`src/rtl/uwb_rx_pkg.sv`:
```
package uwb_rx_pkg;

    localparam int unsigned OCTET_W = 8;

    typedef enum logic [2:0] {
        ST_IDLE    = 3'd0,
        ST_ENERGY  = 3'd1,
        ST_ACQ     = 3'd2,
        ST_TMPL    = 3'd3,
        ST_SEARCH  = 3'd4,
        ST_LEN     = 3'd5,
        ST_PAYLOAD = 3'd6
    } rx_state_t;

endpackage

```
`src/rtl/uwb_thr_cmp.sv`:
```
module uwb_thr_cmp #(
    parameter int unsigned W     = 16,
    parameter bit          ABOVE = 1'b1
) (
    input  logic [W-1:0] value,
    input  logic [W-1:0] limit,
    output logic         hit
);

    generate
        if (ABOVE) begin : g_above
            assign hit = value > limit;
        end else begin : g_below
            assign hit = value < limit;
        end
    endgenerate

endmodule

```
`src/rtl/uwb_bit_framer.sv`:
```
module uwb_bit_framer #(
    parameter int unsigned BW = 8
) (
    input  logic          clk,
    input  logic          rst_n,
    input  logic          clr,
    input  logic          bit_vld,
    input  logic          bit_in,
    output logic [BW-1:0] win_next,
    output logic          byte_done
);

    localparam int unsigned CNT_W = (BW > 1) ? $clog2(BW) : 1;
    localparam logic [CNT_W-1:0] LAST = CNT_W'(BW - 1);

    logic [BW-1:0]    win_q;
    logic [CNT_W-1:0] cnt_q;

    // Newest bit enters at the LSB, so the oldest bit ends up in the MSB.
    assign win_next  = {win_q[BW-2:0], bit_in};
    assign byte_done = bit_vld && (cnt_q == LAST);

    always_ff @(posedge clk) begin
        if (!rst_n || clr) begin
            win_q <= '1;
            cnt_q <= '0;
        end else if (bit_vld) begin
            win_q <= win_next;
            cnt_q <= (cnt_q == LAST) ? '0 : cnt_q + 1'b1;
        end
    end

endmodule

```
`src/rtl/uwb_rx_fsm.sv`:
```
module uwb_rx_fsm
    import uwb_rx_pkg::*;
#(
    parameter int unsigned   BW  = 8,
    parameter logic [BW-1:0] SFD = 8'h55
) (
    input  logic          clk,
    input  logic          rst_n,
    input  logic          start_req,
    input  logic          energy_hit,
    input  logic          acq_done,
    input  logic          acq_ok,
    input  logic          tmpl_done,
    input  logic          corr_low,
    input  logic          bit_vld,
    input  logic [BW-1:0] win_next,
    input  logic          byte_done,
    output rx_state_t     state,
    output logic          framer_clr,
    output logic [BW-1:0] len_q,
    output logic [BW-1:0] byte_q,
    output logic          byte_vld,
    output logic          pkt_done
);

    rx_state_t     state_q, state_d;
    logic [BW-1:0] cnt_q;
    logic          sfd_hit;
    logic          last_byte;
    logic          len_zero;

    assign state     = state_q;
    assign sfd_hit   = (state_q == ST_SEARCH) && bit_vld && (win_next == SFD);
    assign last_byte = ({1'b0, cnt_q} + 1'b1) == {1'b0, len_q};
    assign len_zero  = (win_next == '0);

    // The bit framer runs only while bits matter; a match restarts its count.
    assign framer_clr = !(state_q inside {ST_SEARCH, ST_LEN, ST_PAYLOAD}) || sfd_hit;

    always_comb begin
        state_d = state_q;
        unique case (state_q)
            ST_IDLE:    if (start_req) state_d = ST_ENERGY;
            ST_ENERGY:  if (energy_hit) state_d = ST_ACQ;
            ST_ACQ:     if (acq_done) state_d = acq_ok ? ST_TMPL : ST_ENERGY;
            ST_TMPL:    if (tmpl_done) state_d = ST_SEARCH;
            ST_SEARCH: begin
                if (corr_low)     state_d = ST_ENERGY;
                else if (sfd_hit) state_d = ST_LEN;
            end
            ST_LEN:     if (byte_done) state_d = len_zero ? ST_IDLE : ST_PAYLOAD;
            ST_PAYLOAD: if (byte_done && last_byte) state_d = ST_IDLE;
            default:    state_d = ST_IDLE;
        endcase
    end

    always_ff @(posedge clk) begin
        if (!rst_n) state_q <= ST_IDLE;
        else        state_q <= state_d;
    end

    always_ff @(posedge clk) begin
        if (!rst_n) begin
            len_q    <= '0;
            byte_q   <= '0;
            cnt_q    <= '0;
            byte_vld <= 1'b0;
            pkt_done <= 1'b0;
        end else begin
            byte_vld <= 1'b0;
            pkt_done <= 1'b0;
            unique case (state_q)
                ST_LEN: begin
                    if (byte_done) begin
                        len_q    <= win_next;
                        cnt_q    <= '0;
                        pkt_done <= len_zero;
                    end
                end
                ST_PAYLOAD: begin
                    if (byte_done) begin
                        byte_q   <= win_next;
                        byte_vld <= 1'b1;
                        cnt_q    <= cnt_q + 1'b1;
                        pkt_done <= last_byte;
                    end
                end
                default: ;
            endcase
        end
    end

endmodule

```
`src/rtl/uwb_rx_seq.sv`:
```
module uwb_rx_seq
    import uwb_rx_pkg::*;
#(
    parameter int unsigned EW = 16,
    parameter int unsigned CW = 16
) (
    input  logic          clk,
    input  logic          rst_n,
    input  logic          start_req,
    input  logic [EW-1:0] energy_sq,
    input  logic [EW-1:0] energy_thr,
    input  logic          acq_done,
    input  logic [CW-1:0] acq_peak,
    input  logic          tmpl_done,
    input  logic          bit_in,
    input  logic          bit_vld,
    input  logic [CW-1:0] corr_mag,
    input  logic [CW-1:0] corr_thr,
    output logic [2:0]    state_o,
    output logic [7:0]    len_o,
    output logic [7:0]    byte_o,
    output logic          byte_vld,
    output logic          pkt_done
);

    localparam int unsigned BW = OCTET_W;

    logic          energy_hit, acq_ok, corr_low;
    logic          framer_clr, byte_done;
    logic [BW-1:0] win_next;
    rx_state_t     st;

    uwb_thr_cmp #(.W(EW), .ABOVE(1'b1)) u_energy_cmp (
        .value(energy_sq), .limit(energy_thr), .hit(energy_hit)
    );

    uwb_thr_cmp #(.W(CW), .ABOVE(1'b1)) u_peak_cmp (
        .value(acq_peak), .limit(corr_thr), .hit(acq_ok)
    );

    uwb_thr_cmp #(.W(CW), .ABOVE(1'b0)) u_tail_cmp (
        .value(corr_mag), .limit(corr_thr), .hit(corr_low)
    );

    uwb_bit_framer #(.BW(BW)) u_framer (
        .clk      (clk),
        .rst_n    (rst_n),
        .clr      (framer_clr),
        .bit_vld  (bit_vld),
        .bit_in   (bit_in),
        .win_next (win_next),
        .byte_done(byte_done)
    );

    uwb_rx_fsm #(.BW(BW), .SFD(8'h55)) u_fsm (
        .clk       (clk),
        .rst_n     (rst_n),
        .start_req (start_req),
        .energy_hit(energy_hit),
        .acq_done  (acq_done),
        .acq_ok    (acq_ok),
        .tmpl_done (tmpl_done),
        .corr_low  (corr_low),
        .bit_vld   (bit_vld),
        .win_next  (win_next),
        .byte_done (byte_done),
        .state     (st),
        .framer_clr(framer_clr),
        .len_q     (len_o),
        .byte_q    (byte_o),
        .byte_vld  (byte_vld),
        .pkt_done  (pkt_done)
    );

    assign state_o = st;

endmodule

```
`config.mk`:
```
export PLATFORM = sky130hd
export DESIGN_NAME = uwb_rx_seq
export DESIGN_NICKNAME = d
export VERILOG_FILES = /design/src/rtl/uwb_rx_pkg.sv /design/src/rtl/uwb_thr_cmp.sv /design/src/rtl/uwb_bit_framer.sv /design/src/rtl/uwb_rx_fsm.sv /design/src/rtl/uwb_rx_seq.sv
export SDC_FILE = /design/constraint.sdc
export NUM_CORES = 1
export LEC_CHECK = 0
export BUFFER_PORTS_ARGS = -buffer_cell sky130_fd_sc_hd__buf_2
export CAP_MARGIN = 15
export CORE_MARGIN = 2
export CORE_UTILIZATION = 50
export CTS_CLUSTER_DIAMETER = 200
export CTS_CLUSTER_SIZE = 30
export DETAILED_ROUTE_END_ITERATION = 10
export PLACE_DENSITY = 0.77
export SLEW_MARGIN = 0
export SYNTH_ARGS = -nofsm -noshare
export SYNTH_HDL_FRONTEND = slang
export SYNTH_SLANG_ARGS = --single-unit
```
`constraint.sdc`:
```
create_clock -name clk -period 4.4 [get_ports clk]
set_input_delay 0 -clock clk [delete_from_list [all_inputs] [get_ports clk]]
set_output_delay 0 -clock clk [all_outputs]
set_load 0.02 [all_outputs]
```
== Word level (Yosys, flattened, before mapping) ==
Index checks and enable logic that the tools add are counted.

* Bits of input ports: 87
* Output and inout port bits: 21
* Logic and storage cells: 67
* Flip-flop bits (word level): 39

* Equal/unequal tests: 17
* Mux-type cells: 19
* Reduce and logical (&&, ||, !) cells: 17
* Order comparisons: 3
* Add/sub/neg operators: 3

{| class="wikitable"
|+ Operators by type and width
! kind !! number
|-
| greater-than comparator 16 bit || 2
|-
| two-way mux 3 bit || 10
|-
| one-hot mux 3 bit (7 select lines) || 1
|-
| less-than comparator 16 bit || 1
|-
| two-way mux 8 bit || 2
|-
| one-hot mux 8 bit (2 select lines) || 1
|-
| equality test 3 bit, second input constant || 4
|-
| != test 2 bit, second input constant || 5
|-
| adder 8 x 1 -> 9 bit, second input constant || 1
|-
| equality test 9 x 8 -> 1 bit || 1
|-
| adder 8 x 1 -> 8 bit, second input constant || 1
|-
| equality test 8 x 7 -> 1 bit, second input constant || 1
|-
| zero test 8 bit || 1
|-
| AND reduction 7 bit || 1
|-
| equality test 3 x 2 -> 1 bit, second input constant || 2
|-
| AND reduction 2 bit || 3
|-
| logical AND 1 bit || 4
|-
| != test 2 x 1 -> 1 bit, second input constant || 2
|-
| adder 3 x 1 -> 3 bit, second input constant || 1
|-
| equality test 3 x 1 -> 1 bit, second input constant || 1
|-
| zero test 3 bit || 1
|-
| two-way mux 1 bit || 3
|-
| != test 3 x 2 -> 1 bit, second input constant || 1
|-
| AND reduction 3 bit || 1
|-
| 6 further kinds || 8
|}

== Longest topological paths before layout ==
* Depth after elaboration: 6
* Mapped depth: 10
* Mapped depth without buffers: 10

== Cells and area by module ==
A second synthesis with hierarchy kept.

* Cells, all modules: 403
* Area, all modules: 3229.3 um^2

{| class="wikitable"
|+ Modules (own cells, without submodules)
! module !! times used !! area an instance (um^2) !! cells an instance
|-
| uwb_rx_fsm || 1 || 1637.8 || 201
|-
| uwb_thr_cmp at u_energy_cmp ... || 2 || 406.6 || 56
|-
| uwb_bit_framer || 1 || 402.9 || 38
|-
| uwb_thr_cmp at u_tail_cmp || 1 || 375.4 || 52
|}

== Worst setup path after synthesis ==
OpenSTA, ideal clock, no wires.

* Path type: register to register
* From: register u_framer.win_q[0]
* To: register u_fsm.state_q[0], in the netlist u_fsm.state[0]
* Setup slack: 2.454 ns
* Setup time: 0.116 ns
* Stages on the path, launching flop included: 6
* Data required time: 4.284 ns
* Arrival: 1.830 ns
* Clock period less this slack: 1.946 ns
* Cells stage by stage: dfxtp_1 or4_4 or3_4 a221oi_2 mux2i_1 nor2b_1

* Longest elaborated chain between the ends: 4

{| class="wikitable"
|+ Ends and longest elaborated chain
! element !! line !! RTL
|-
| from (decl) || uwb_bit_framer.sv:16 || <nowiki>logic [BW-1:0] win_q;</nowiki>
|-
| from (signal assigned) || uwb_bit_framer.sv:28 || <nowiki>win_q <= win_next;</nowiki>
|-
| equality test 8 x 7 -> 1 bit || uwb_rx_fsm.sv:33 || <nowiki>assign sfd_hit = (state_q == ST_SEARCH) && bit_vld && (win_next == SFD);</nowiki>
|-
| logical AND 1 bit || uwb_rx_fsm.sv:33 ||
|-
| != test 3 x 2 -> 1 bit (no source line) || -- ||
|-
| AND reduction 7 bit (no source line) || -- ||
|-
| to (signal assigned) || uwb_rx_fsm.sv:59 || <nowiki>else state_q <= state_d;</nowiki>
|-
| to (decl) || uwb_rx_fsm.sv:26 || <nowiki>rx_state_t state_q, state_d;</nowiki>
|}

No other way between the ends.
A chain may end at the register's enable or synchronous reset.

== Final worst setup path ==
* From: register u_framer.cnt_q[0]
* To: register u_fsm.cnt_q[3]

* Longest elaborated chain between the ends: 4

{| class="wikitable"
|+ Ends and longest elaborated chain
! element !! line !! RTL
|-
| from (decl) || uwb_bit_framer.sv:17 || <nowiki>logic [CNT_W-1:0] cnt_q;</nowiki>
|-
| from (signal assigned) || uwb_bit_framer.sv:29 || <nowiki>cnt_q <= (cnt_q == LAST) ? '0 : cnt_q + 1'b1;</nowiki>
|-
| equality test 3 bit * || uwb_bit_framer.sv:21 || <nowiki>assign byte_done = bit_vld && (cnt_q == LAST);</nowiki>
|-
| logical AND 1 bit * || uwb_bit_framer.sv:21 ||
|-
| != test 2 x 1 -> 1 bit (no source line) || -- ||
|-
| AND reduction 3 bit (no source line) * || -- ||
|-
| to (signal assigned) || uwb_rx_fsm.sv:84 || <nowiki>cnt_q <= cnt_q + 1'b1;</nowiki>
|-
| to (decl) || uwb_rx_fsm.sv:27 || <nowiki>logic [BW-1:0] cnt_q;</nowiki>
|}

Every way passes the cells marked *; elsewhere a longest branch is shown, timed or not.

==> results.py <==
metrics = {
    "status": {
        "status": "completed",
    },
    "synthesis": {
        "muxShareOfSynthArea_pct": 6.574,
        "synth-main-ff-cell": "sky130_fd_sc_hd__dfxtp_1",
        "synth.distinct_cells": 47,
        "synth.yosys.seq_area_share_pct": 25.64,
        "synthXorXnorAreaFrac_pct": 3.451,
        "synth-warning-count": 0,
        "count_leader_synth": "sky130_fd_sc_hd__ha_1",
        "synth.cell_area_sq_um": 3045,
        "syn-mean-instance-area_sq_um": 8.035,
        "synth-seq-cells": 39,
        "post_synth_and_or_nand_nor_area_fraction_pct": 19.97,
        "synth-adder-area-share_pct": 20.54,
        "postSynthNetCount": 516,
        "asyncSetResetFlopFracSynth_pct": 0,
        "synth.top_cells.by_area": "sky130_fd_sc_hd__dfxtp_1 (26%), sky130_fd_sc_hd__ha_1 (21%), sky130_fd_sc_hd__mux2i_1 (6.6%), sky130_fd_sc_hd__nand2_1 (6.0%), sky130_fd_sc_hd__inv_1 (4.9%)",
        "main_combinational_cell_family_by_area_after_synthesis": "adder cells",
        "synth-edff-count": 0,
        "yosys.area.top_type": "sky130_fd_sc_hd__dfxtp_1",
        "syn_inst": 379,
        "most_frequent_cells_after_synthesis": "sky130_fd_sc_hd__ha_1 (50), sky130_fd_sc_hd__nand2_1 (49), sky130_fd_sc_hd__inv_1 (40)",
        "synthDominantCellAreaShare_pct": 25.64,
        "synth-compound-area-share_pct": 17.71,
    },
    "place": {
        "detailedPlacementHpwl_microns": 6024,
        "total_cell_area_at_the_placement_stage_sq_um": 3638,
        "placement.io_buffers": 107,
        "gp_congestion": 0.8515,
    },
    "clock_tree": {
        "clkTransAtPathRegs_ps": 80,
        "tritoncts.num_buffers": 5,
        "cts_tree": "built",
        "cts_htree_levels": 2,
        "cts_post_setup_buffers_inserted": 0,
        "cts-root-to-sink-buffers": 2,
        "clk-insertion-delay-late_ps": 300,
        "clock_tree.root_cell": "sky130_fd_sc_hd__clkbuf_8",
        "cts.sinks": 39,
    },
    "timing": {
        "fmax_mhz": 435.4,
        "max_clock_skew_ps": 9.957,
        "slew_at_the_pin_closest_to_its_max_slew_limit_ps": 881.6,
        "finalSetupViolations": 0,
        "whs_ps": 138.0,
        "rsz0062_at_grt": "no",
        "post-route-min-period_ps": 2297,
        "slew_headroom_pct": 41.01,
        "final_report_hold_violation_count": 0,
        "final_max_slew_viol_count": 0,
        "tns_ps": 0,
        "period_utilization_post_route_pct": 52.20,
    },
    "setup_path": {
        "crit_path_cell_trace": "ha_1 > ha_1 > nand3_1 > nor3_2 > nand2_1 > inv_1 > nand2_1 > nand2_1 > nand2_1 > o31ai_1",
        "worst-path-stages": 10,
        "crit_end": "u_fsm.cnt_q[3]",
        "critPathArrivalTime_ps": 2520,
        "rr_worst_depth": 10,
        "critPathMaxFanout": 10,
        "rr_endpoint": "u_fsm.cnt_q[3]",
        "crit_path_start": "u_framer.cnt_q[0]",
        "crit_path_max_incr_delay_ps": 520,
        "worstPathBufferInverterCount": 1,
        "cp.required_ps": 4620,
        "rr_startpoint": "u_framer.cnt_q[0]",
        "timing.reg2reg.setup_slack_ps": 2100,
        "cp_launch_type": "flop",
        "critPathSlowestCell": "sky130_fd_sc_hd__nor3_2",
        "critPathTopFamily": "simple AND/OR/NAND/NOR gates",
        "timing.setup.critical_path_class": "flop to flop",
        "cpMostUsedCell": "sky130_fd_sc_hd__nand2_1",
        "end_kind": "flop",
    },
    "hold_path": {
        "worst_hold_path_type": "input pin to flop",
    },
    "routing": {
        "detailed_route_drc_error_count": 0,
        "detail_route.wirelength_microns": 7258,
        "mean_number_of_vias_per_cell": 5.301,
        "detail_route.wl_per_cell_microns": 12.94,
        "final_antenna_net_count": 0,
        "firstDrtPassIters": 7,
        "via_count": 2974,
        "dr.first_iter.drc_count": 109,
    },
    "final_layout": {
        "syn2layout_area_growth_pct": 23.05,
        "diodes": 0,
        "layout.nets": 622,
        "fin_area_sq_um": 3747,
        "final_layout_size_suffix_gt1_share_pct": 24.49,
    },
    "power_and_ir_drop": {
        "static-leakage-power_nw": 1.864,
        "irDropWorstVdd_mv": 0.1924,
        "powerDensity_nw_per_um2": 267.3,
        "post-layout-total-power_mw": 1.002,
    },
    "die": {
        "initial_core_util_pct": 51.44,
        "dieArea_sq_um": 6731,
        "die_height_microns": 82.05,
        "ios": 108,
        "fp.coreArea_sq_um": 5921,
        "core.rowCount": 28,
        "die_x_microns": 82.05,
    },
    "global_routing": {
        "grt_remaining_overflow": 0,
        "groute.usage.overall_pct": 22.21,
        "grt_pass1_wl_microns": 11930,
        "antenna_found_initial": 0,
        "via_count_of_the_first_global_routing_pass": 2896,
        "grt_max_degree": 25,
    },
    "job": {
        "timing.max_cap.violations": 0,
    },
}
layout make-up:
| class | instances | area, sq um |
|---|---|---|
| Fill cell | 530 | 2173 |
| Tap cell | 75 | 93.84 |
| Inverter | 40 | 150.1 |
| Clock inverter | 2 | 16.27 |
| Timing Repair Buffer | 108 | 545.5 |
| Clock buffer | 6 | 82.58 |
| Multi-Input combinational cell | 291 | 2078 |
| Sequential cell | 39 | 780.7 |
kinds of logic (layout without fill, tap and decap cells):
group / count (synthesis) / after routing
mux: 20 / 20
compound gates: 85 / 85
simple gates: 124 / 124
buf+inv: 49 / 156
flops: 39 / 39
xor+xnor: 12 / 12
fa+ha+maj: 50 / 50
stage by stage:
stage                     instances  util [%]  worst slack, ps
final                           561     63.29             2103
after CTS                       561     63.29             2137
after detailed placement        552     61.45             2157
after floorplan                 379         -             2454
after global routing            561     63.29             1856
after global placement          552     61.45             2261
worst min-delay path by stage:
stage	from	end	slack, ps	cells after the start
after floorplan	bit_in	u_framer.win_q[0]	130	2
after global placement	bit_in	u_framer.win_q[0]	290	3
after detailed placement	bit_in	u_framer.win_q[0]	290	3
after CTS	rst_n	u_fsm.byte_q[3]	120	2
after global routing	bit_vld	u_framer.win_q[3]	150	3
final	rst_n	u_fsm.byte_q[3]	140	2
sequential cells by signal, summed over array words and instances (netlist names):
name	flops
u_fsm.byte_vld	1
u_framer.win_q	7
u_fsm.cnt_q	8
u_fsm.state	3
u_fsm.pkt_done	1
u_fsm.byte_q	8
u_fsm.len_q	8
u_framer.cnt_q	3
power breakdown:
| part | total (mW) | internal (mW) | switching, mW |
|---|---|---|---|
| combinational | 0.329 | 0.149 | 0.181 |
| sequential | 0.414 | 0.369 | 0.0458 |
| clock | 0.258 | 0.128 | 0.130 |
| total | 1.00 | 0.645 | 0.356 |
worst reg2reg max path, stage by stage (launching register included):
cell                      delay, ps
sky130_fd_sc_hd__dfxtp_1        350
sky130_fd_sc_hd__ha_1           160
sky130_fd_sc_hd__ha_1           180
sky130_fd_sc_hd__nand3_1        180
sky130_fd_sc_hd__nor3_2         520
sky130_fd_sc_hd__nand2_1        340
sky130_fd_sc_hd__inv_1          230
sky130_fd_sc_hd__nand2_1         70
sky130_fd_sc_hd__nand2_1         70
sky130_fd_sc_hd__nand2_1         60
sky130_fd_sc_hd__o31ai_1         60
per-layer routing:
layer / part of all wire (%) / up-vias / track usage (%) / wire length [microns]
met2: 47 / 96 / 40.73 / 3419
met1: 45 / 1314 / 26.52 / 3279
met3: 6.7 / 8 / 4.176 / 487
met5: 0 / - / 0 / 0
li1: - / 1556 / - / -
met4: 0.99 / 0 / 5.333 / 72
placed cells by master (no fill, tap or decap), drive strengths merged, types with 7 or more instances in the layout:
master	Yosys	layout
nor2	16	16
a21boi	11	11
o21ai	22	22
nor2b	10	10
ha	50	50
buf	3	107
inv	40	40
a21oi	26	26
dfxtp	39	39
mux2i	20	20
nor3	16	16
nand2	49	49
nand3	7	7
what timing repair did:
item	in CTS	in global routing
endpoints found under the hold margin	1	0
hold buffers	1	0
gates resized for setup	0	0
(Power assumes the default switching activity.)
